--- src/rtl/cmd_framer_pkg.sv ---
package cmd_framer_pkg;

  localparam int WORD_W = 32;
  localparam logic [WORD_W-1:0] TERM_MASK = 32'hF000_F000;
  localparam logic [WORD_W-1:0] TERM_CODE = 32'h5000_5000;
  localparam int FLAT_FIRST   = 3;
  localparam int SHADED_FIRST = 4;
  localparam logic [7:0] ENV_BASE = 8'hE0;

  typedef enum logic [1:0] {
    ST_HEAD,
    ST_BODY,
    ST_XPOS,
    ST_XSIZE
  } fr_state_e;

  typedef enum logic [1:0] {
    PL_NONE,
    PL_FLAT,
    PL_SHADED
  } poly_e;

  function automatic logic [3:0] param_words(input logic [7:0] op);
    logic [3:0] n;
    case (op) inside
      8'h02:          n = 4'd2;
      [8'h20:8'h23]:  n = 4'd3;
      [8'h24:8'h27]:  n = 4'd6;
      [8'h28:8'h2B]:  n = 4'd4;
      [8'h2C:8'h2F]:  n = 4'd8;
      [8'h30:8'h33]:  n = 4'd5;
      [8'h34:8'h37]:  n = 4'd8;
      [8'h38:8'h3B]:  n = 4'd7;
      [8'h3C:8'h3F]:  n = 4'd11;
      [8'h40:8'h47]:  n = 4'd2;
      [8'h48:8'h57]:  n = 4'd3;
      [8'h58:8'h5F]:  n = 4'd4;
      [8'h60:8'h63]:  n = 4'd2;
      [8'h64:8'h67]:  n = 4'd3;
      [8'h68:8'h6B]:  n = 4'd1;
      [8'h70:8'h73]:  n = 4'd1;
      [8'h74:8'h77]:  n = 4'd2;
      [8'h78:8'h7B]:  n = 4'd1;
      [8'h7C:8'h7F]:  n = 4'd2;
      8'h80:          n = 4'd3;
      8'hA0, 8'hC0:   n = 4'd2;
      default:        n = 4'd0;
    endcase
    return n;
  endfunction

endpackage

--- src/rtl/cmd_op_decode.sv ---
module cmd_op_decode
  import cmd_framer_pkg::*;
#(
  parameter int NENV = 8
) (
  input  logic [7:0] op,
  output logic [3:0] extra,
  output poly_e      kind,
  output logic       is_xfer,
  output logic       xfer_rd,
  output logic       is_env
);

  always_comb begin
    extra = param_words(op);
    if (op[7:3] == 5'b01001)      kind = PL_FLAT;
    else if (op[7:3] == 5'b01011) kind = PL_SHADED;
    else                          kind = PL_NONE;
    is_xfer = (op >= 8'hA0) && (op <= 8'hDF);
    xfer_rd = (op[7:5] == 3'b110);
    is_env  = (int'(op) >= int'(ENV_BASE)) && (int'(op) < int'(ENV_BASE) + NENV);
  end

endmodule

--- src/rtl/cmd_env_bank.sv ---
module cmd_env_bank
  import cmd_framer_pkg::*;
#(
  parameter int NENV = 8,
  localparam int EW = (NENV > 1) ? $clog2(NENV) : 1
) (
  input  logic                   clk,
  input  logic                   rst_n,
  input  logic                   we,
  input  logic [EW-1:0]          sel,
  input  logic [WORD_W-1:0]      wdata,
  output logic [NENV*WORD_W-1:0] regs_flat
);

  for (genvar g = 0; g < NENV; g++) begin : g_reg
    logic [WORD_W-1:0] r_q;
    always_ff @(posedge clk) begin
      if (!rst_n)
        r_q <= WORD_W'(int'(ENV_BASE) + g) << 24;
      else if (we && (sel == EW'(g)))
        r_q <= wdata;
    end
    assign regs_flat[g*WORD_W +: WORD_W] = r_q;
  end

endmodule

--- src/rtl/cmd_xfer_capture.sv ---
module cmd_xfer_capture
  import cmd_framer_pkg::*;
(
  input  logic              clk,
  input  logic              rst_n,
  input  logic              start_we,
  input  logic              start_rd,
  input  logic              pos_we,
  input  logic              size_we,
  input  logic [WORD_W-1:0] word,
  output logic              xfer_valid,
  output logic              xfer_read,
  output logic [WORD_W-1:0] xfer_pos,
  output logic [WORD_W-1:0] xfer_size
);

  logic rd_q;

  always_ff @(posedge clk) begin
    if (!rst_n) begin
      rd_q       <= 1'b0;
      xfer_valid <= 1'b0;
      xfer_read  <= 1'b0;
      xfer_pos   <= '0;
      xfer_size  <= '0;
    end else begin
      xfer_valid <= size_we;
      if (start_we) rd_q <= start_rd;
      if (pos_we)   xfer_pos <= word;
      if (size_we) begin
        xfer_size <= word;
        xfer_read <= rd_q;
      end
    end
  end

endmodule

--- src/rtl/cmd_framer.sv ---
module cmd_framer
  import cmd_framer_pkg::*;
#(
  parameter int NENV     = 8,
  parameter int POLY_MAX = 256
) (
  input  logic                   clk,
  input  logic                   rst_n,
  input  logic                   in_valid,
  output logic                   in_ready,
  input  logic [31:0]            in_data,
  output logic                   out_valid,
  input  logic                   out_ready,
  output logic [31:0]            out_data,
  output logic                   out_sop,
  output logic                   out_eop,
  output logic                   xfer_valid,
  output logic                   xfer_read,
  output logic [31:0]            xfer_pos,
  output logic [31:0]            xfer_size,
  output logic [12:0]            status_bits,
  output logic [NENV*32-1:0]     env_regs
);

  localparam int IW = $clog2(POLY_MAX);
  localparam int EW = (NENV > 1) ? $clog2(NENV) : 1;

  fr_state_e     state_q;
  logic [IW-1:0] idx_q;
  logic [IW-1:0] len_q;
  poly_e         kind_q;

  logic [7:0] op;
  logic [3:0] d_extra;
  poly_e      d_kind;
  logic       d_xfer, d_rd, d_env;
  logic       term, at_limit, body_end, acc;

  assign op = in_data[31:24];

  cmd_op_decode #(.NENV(NENV)) u_dec (
    .op      (op),
    .extra   (d_extra),
    .kind    (d_kind),
    .is_xfer (d_xfer),
    .xfer_rd (d_rd),
    .is_env  (d_env)
  );

  assign term     = ((in_data & TERM_MASK) == TERM_CODE);
  assign at_limit = (idx_q == IW'(POLY_MAX - 1));

  always_comb begin
    case (kind_q)
      PL_FLAT:   body_end = (term && (idx_q >= IW'(FLAT_FIRST))) || at_limit;
      PL_SHADED: body_end = (term && (idx_q >= IW'(SHADED_FIRST)) && !idx_q[0]) || at_limit;
      default:   body_end = (idx_q == len_q);
    endcase
  end

  always_comb begin
    out_valid = 1'b0;
    in_ready  = 1'b0;
    out_sop   = 1'b0;
    out_eop   = 1'b0;
    case (state_q)
      ST_HEAD: begin
        if (d_xfer || d_env) begin
          in_ready = 1'b1;
        end else begin
          out_valid = in_valid;
          in_ready  = out_ready;
          out_sop   = 1'b1;
          out_eop   = (d_extra == 4'd0);
        end
      end
      ST_BODY: begin
        out_valid = in_valid;
        in_ready  = out_ready;
        out_eop   = body_end;
      end
      default: in_ready = 1'b1;
    endcase
  end

  assign out_data = in_data;
  assign acc      = in_valid && in_ready;

  always_ff @(posedge clk) begin
    if (!rst_n) begin
      state_q <= ST_HEAD;
      idx_q   <= '0;
      len_q   <= '0;
      kind_q  <= PL_NONE;
    end else if (acc) begin
      case (state_q)
        ST_HEAD: begin
          if (d_xfer) begin
            state_q <= ST_XPOS;
          end else if (!d_env && (d_extra != 4'd0)) begin
            state_q <= ST_BODY;
            idx_q   <= IW'(1);
            len_q   <= IW'(d_extra);
            kind_q  <= d_kind;
          end
        end
        ST_BODY: begin
          if (body_end) state_q <= ST_HEAD;
          else          idx_q   <= idx_q + IW'(1);
        end
        ST_XPOS:  state_q <= ST_XSIZE;
        default:  state_q <= ST_HEAD;
      endcase
    end
  end

  cmd_env_bank #(.NENV(NENV)) u_env (
    .clk       (clk),
    .rst_n     (rst_n),
    .we        (acc && (state_q == ST_HEAD) && d_env),
    .sel       (EW'(op - ENV_BASE)),
    .wdata     (in_data),
    .regs_flat (env_regs)
  );

  cmd_xfer_capture u_xfer (
    .clk        (clk),
    .rst_n      (rst_n),
    .start_we   (acc && (state_q == ST_HEAD) && d_xfer),
    .start_rd   (d_rd),
    .pos_we     (acc && (state_q == ST_XPOS)),
    .size_we    (acc && (state_q == ST_XSIZE)),
    .word       (in_data),
    .xfer_valid (xfer_valid),
    .xfer_read  (xfer_read),
    .xfer_pos   (xfer_pos),
    .xfer_size  (xfer_size)
  );

  assign status_bits = {env_regs[6*32 +: 2], env_regs[1*32 +: 11]};

endmodule

--- config.mk ---
export PLATFORM = sky130hd
export DESIGN_NAME = cmd_framer
export DESIGN_NICKNAME = d
export VERILOG_FILES = /design/src/rtl/cmd_framer_pkg.sv /design/src/rtl/cmd_op_decode.sv /design/src/rtl/cmd_env_bank.sv /design/src/rtl/cmd_xfer_capture.sv /design/src/rtl/cmd_framer.sv
export SDC_FILE = /design/constraint.sdc
export NUM_CORES = 1
export LEC_CHECK = 0
export ABC_AREA = 1
export CAP_MARGIN = 20
export CORE_ASPECT_RATIO = 0.75
export CORE_MARGIN = 4
export CORE_UTILIZATION = 30
export CTS_BUF_LIST = sky130_fd_sc_hd__clkbuf_8 sky130_fd_sc_hd__clkbuf_16
export CTS_CLUSTER_SIZE = 20
export DETAILED_ROUTE_END_ITERATION = 10
export PLACE_DENSITY_LB_ADDON = 0.08
export SKIP_LAST_GASP = 1
export SLEW_MARGIN = 20
export SYNTH_ARGS = -nofsm -noshare
export SYNTH_HDL_FRONTEND = slang
export SYNTH_SLANG_ARGS = --single-unit
--- constraint.sdc ---
create_clock -name clk -period 2.4 [get_ports clk]
set_input_delay 0.24 -clock clk [delete_from_list [all_inputs] [get_ports clk]]
set_output_delay 0.24 -clock clk [all_outputs]
set_load 0.01 [all_outputs]
==> impl_summary.txt <==
----------------------------------------------------
[Placement]
  I/O Buffers ... 406
  Detailed placer's ending HPWL ... 35590 µm
  Routability congestion estimate from global placement ... 0.8540
  Pre-CTS setup slack ... -0.5666 ns
  Post-DP Area ... 0.01745 mm²
  Placed cell count ... 2381

[Worst setup path]
  Maximum fanout encountered on the critical timing path ... 2
  Register-to-Register Setup Slack ... 0.26 ns
  Type of element capturing the critical path ... output pin
  Class of the most critical setup path ... reg2out
  Worst Setup Start Kind ... flop
  Arrival time at the worst endpoint ... 2.03 ns
  Worst reg2reg endpoint ... u_xfer.xfer_pos[7]
  CP required ... 2.16 ns
  Number of cells on the worst reg-to-reg path ... 10
  Reg-to-Reg Start ... state_q[1]

[Clock tree]
  Worst-Skew Late Latency ... 0.54 ns
  TritonCTS clock tree ... built
  H-Tree Depth ... 2
  CTS Hold Bufs ... 0
  Number of buffers added by the clock tree synthesis step ... 38
  Clock root buffer ... clkbuf_16
  Number of clock sinks seen by CTS ... 339
  CTS max path bufs ... 3
  Clock-pin slew on the worst setup and hold paths ... 0.06 ns

[Route]
  Remaining DRCs ... 0
  Average wire per standard cell ... 20.74 µm
  Final wirelength ... 50820 µm
  Detailed-router iteration count before antenna repair ... 5
  Via/cell ratio ... 4.723
  Vias after detailed routing ... 11571
  Number of violations reported at the end of detailed-routing iteration 0 ... 726
  Post-DRT Antenna Nets ... 0

[Synthesis]
  Synth Cell Area ... 0.01219 mm²
  Synth Net Count ... 1499
  Share of the yosys chip area belonging to registers ... 0.5565
  YS warnings ... 0
  FF+latch count, synth ... 339
  Unique masters post-synth ... 34
  Mean instance size in the synthesized netlist ... 8.352 µm²
  Synthesized instance count ... 1460

[Status]
  Status ... complete, no violations

[STA]
  Max transition margin ... 0.3546
  Final setup violation count ... 0
  Final worst path period need ... 2.271 ns
  Worst setup skew after layout ... 0.02651 ns
  Slew @ Worst Pin ... 0.9681 ns
  Crit share post-route ... 0.9464
  Final number of max-transition violations ... 0
  Setup repair after global routing missed its margin ... false
  Highest clock rate ... 440.3 MHz
  Hold violation count in the final report ... 0
  Fin worst setup slack ... 0.1286 ns

[Final layout]
  Fin area ... 0.01873 mm²
  Fraction of final layout cells with drive strength greater than 1 ... 0.1332
  Post-route insts no fill ... 2450
  Area delta synth->final ... 53.60%
  Count of nets after finishing ... 1942

[Global routing]
  Global-route wire length before repair ... 73820 µm
  Overall track demand over capacity in global routing ... 0.2222
  Antenna violations before repair ... 5
  Total congestion overflow after global routing ... 0
  Pin count of the biggest net entering global routing ... 259
  Number of global-route vias before repair ... 11167

[Floorplanning]
  I/O pin total ... 407
  Die height ... 182.6 µm
  Initial core utilization ... 0.3063
  Placement row count ... 63
  Overall die width ... 240.8 µm
  Floorplan core area ... 0.03981 mm²
  Die outline area ... 0.04397 mm²

[Hold path]
  Worst hold path cell count ... 3
  Classification of the worst-slack hold path ... in2reg
  Min-Delay Startpoint ... rst_n
  Hold endpoint ... len_q[0]

[Pwr]
  Leakage power ... 7.469 nW
  Peak supply drop ... 0.4548 mV
  Total power divided by cell area ... 656.0 mW/mm²

[Job]
  Max-capacitance violation count ... 0

----------------------------------------------------
## kinds of logic (layout without fill, tap and decap cells)
kind of cell / count (synthesis) / after routing / share of synthesized area
AOI/OAI and AO/OA: 515 / 515 / 0.2134
xor gates and xnor gates: 4 / 4 / 0.002873
adders and majority gates: 3 / 3 / 0.003079
buffers and inverters: 255 / 724 / 0.1003
DFF: 339 / 339 / 0.5565
other: 0 / 1 / 0
and+or+nand+nor: 344 / 344 / 0.1237
## power by group
part	total, W	internal, W	switching [W]
Clock	0.00552	0.00316	0.00236
Sequential	0.00571	0.00568	0.0000341
Combinational	0.00105	0.000403	0.000648
Total	0.0123	0.00924	0.00304
## cells in the final DEF (no fill, tap or decap), types with 39 or more instances in the layout
cell type / netlist / final
a21oi_1: 271 / 270
dfxtp_1: 339 / 338
inv_1: 84 / 92
buf_4: 53 / 118
clkbuf_16: 0 / 39
o21ai_0: 236 / 235
nand2_1: 140 / 137
nor2_1: 84 / 69
clkdlybuf4s50_1: 0 / 394
nand3_1: 75 / 72
## metal layers
| metal | part of all wire | global-route usage | up-vias |
|---|---|---|---|
| met4 | 0.017 | 0.04313 | 0 |
| met2 | 0.45 | 0.3521 | 353 |
| met3 | 0.071 | 0.05484 | 55 |
| li1 | - | - | 5729 |
| met5 | 0 | 0 | - |
| met1 | 0.46 | 0.3105 | 5434 |
## worst max-delay path by stage
stage / from / to / slack (ns)
5_1_grt: idx_q[0] / out_eop / 0.01
3_3_place_gp: in_data[28] / out_eop / -0.56
4_1_cts: in_data[31] / out_eop / -0.21
3_5_place_dp: in_data[29] / out_eop / -0.57
2_1_floorplan: in_data[28] / out_eop / 0.57
6_report: idx_q[0] / out_eop / 0.13
## stage by stage
step                TNS, ns  total power, W  hold WS (ns)    util
floorplan                 0        0.006316        0.3878       -
global placement     -48.50        0.006879        0.4140  0.4383
detailed placement   -78.49        0.006874        0.4195  0.4383
CTS                 -0.2096         0.01243        0.1646  0.4680
global route              0         0.01278        0.1820  0.4705
finish                    0         0.01229        0.1819  0.4705
## cells in the mapped netlist, drive strengths merged
| cell | number | area share |
|---|---|---|
| o21ai | 238 | 0.098 |
| or2 | 12 | 0.0062 |
| xnor2 | 4 | 0.0029 |
| nand2 | 144 | 0.046 |
| nor4 | 2 | 0.0010 |
| buf | 91 | 0.050 |
| o2111ai | 1 | 0.00072 |
| inv | 89 | 0.027 |
| nor3 | 9 | 0.0041 |
| o31ai | 1 | 0.00062 |
| a31oi | 1 | 0.00051 |
| clkinv | 24 | 0.0074 |
| a211oi | 1 | 0.00062 |
| ha | 3 | 0.0031 |
| clkbuf | 51 | 0.016 |
| nand3 | 76 | 0.032 |
| a21oi | 273 | 0.11 |
| nor2 | 87 | 0.028 |
| dfxtp | 339 | 0.56 |
| nand4 | 11 | 0.0056 |
| nand3b | 3 | 0.0018 |
## final cells by class
type                            instances  area [µm²]
Fill cell                            3844       21080
Sequential cell                       339        6788
Timing Repair Buffer                  545        5360
Multi-Input combinational cell        866        4330
Clock buffer                           46        1072
Tap cell                              520       650.6
Inverter                              113       426.7
Clock inverter                         20       100.1
Antenna cell                            1       2.502
## critical path, cell delays in order, from the launching register on
cell and delay [ns]:
dfxtp_1 0.34, ha_2 0.18, nand2_1 0.07, nor2_2 0.12, nand2_2 0.07, nor3_2 0.18
nand2_1 0.10, nand3_2 0.11, nand3_2 0.11, o21ai_2 0.09, buf_2 0.14
## sequential cells by signal, summed over array words and instances (netlist names)
signal / count
idx_q: 8
kind_q: 2
len_q: 4
state_q: 2
u_env.g.r_q: 256
u_xfer.rd_q: 1
u_xfer.xfer_pos: 32
u_xfer.xfer_read: 1
u_xfer.xfer_size: 32
u_xfer.xfer_valid: 1
## repair_timing
| item | CTS | global route |
|---|---|---|
| cloned | 0 | 0 |
| endpoints found under the setup margin | 4 | 3 |
| pin swaps | 1 | 4 |
| gates resized for setup | 11 | 33 |
| setup buffers | 0 | 2 |
| endpoints found under the hold margin | 0 | 0 |
(Power assumes the default switching activity.)
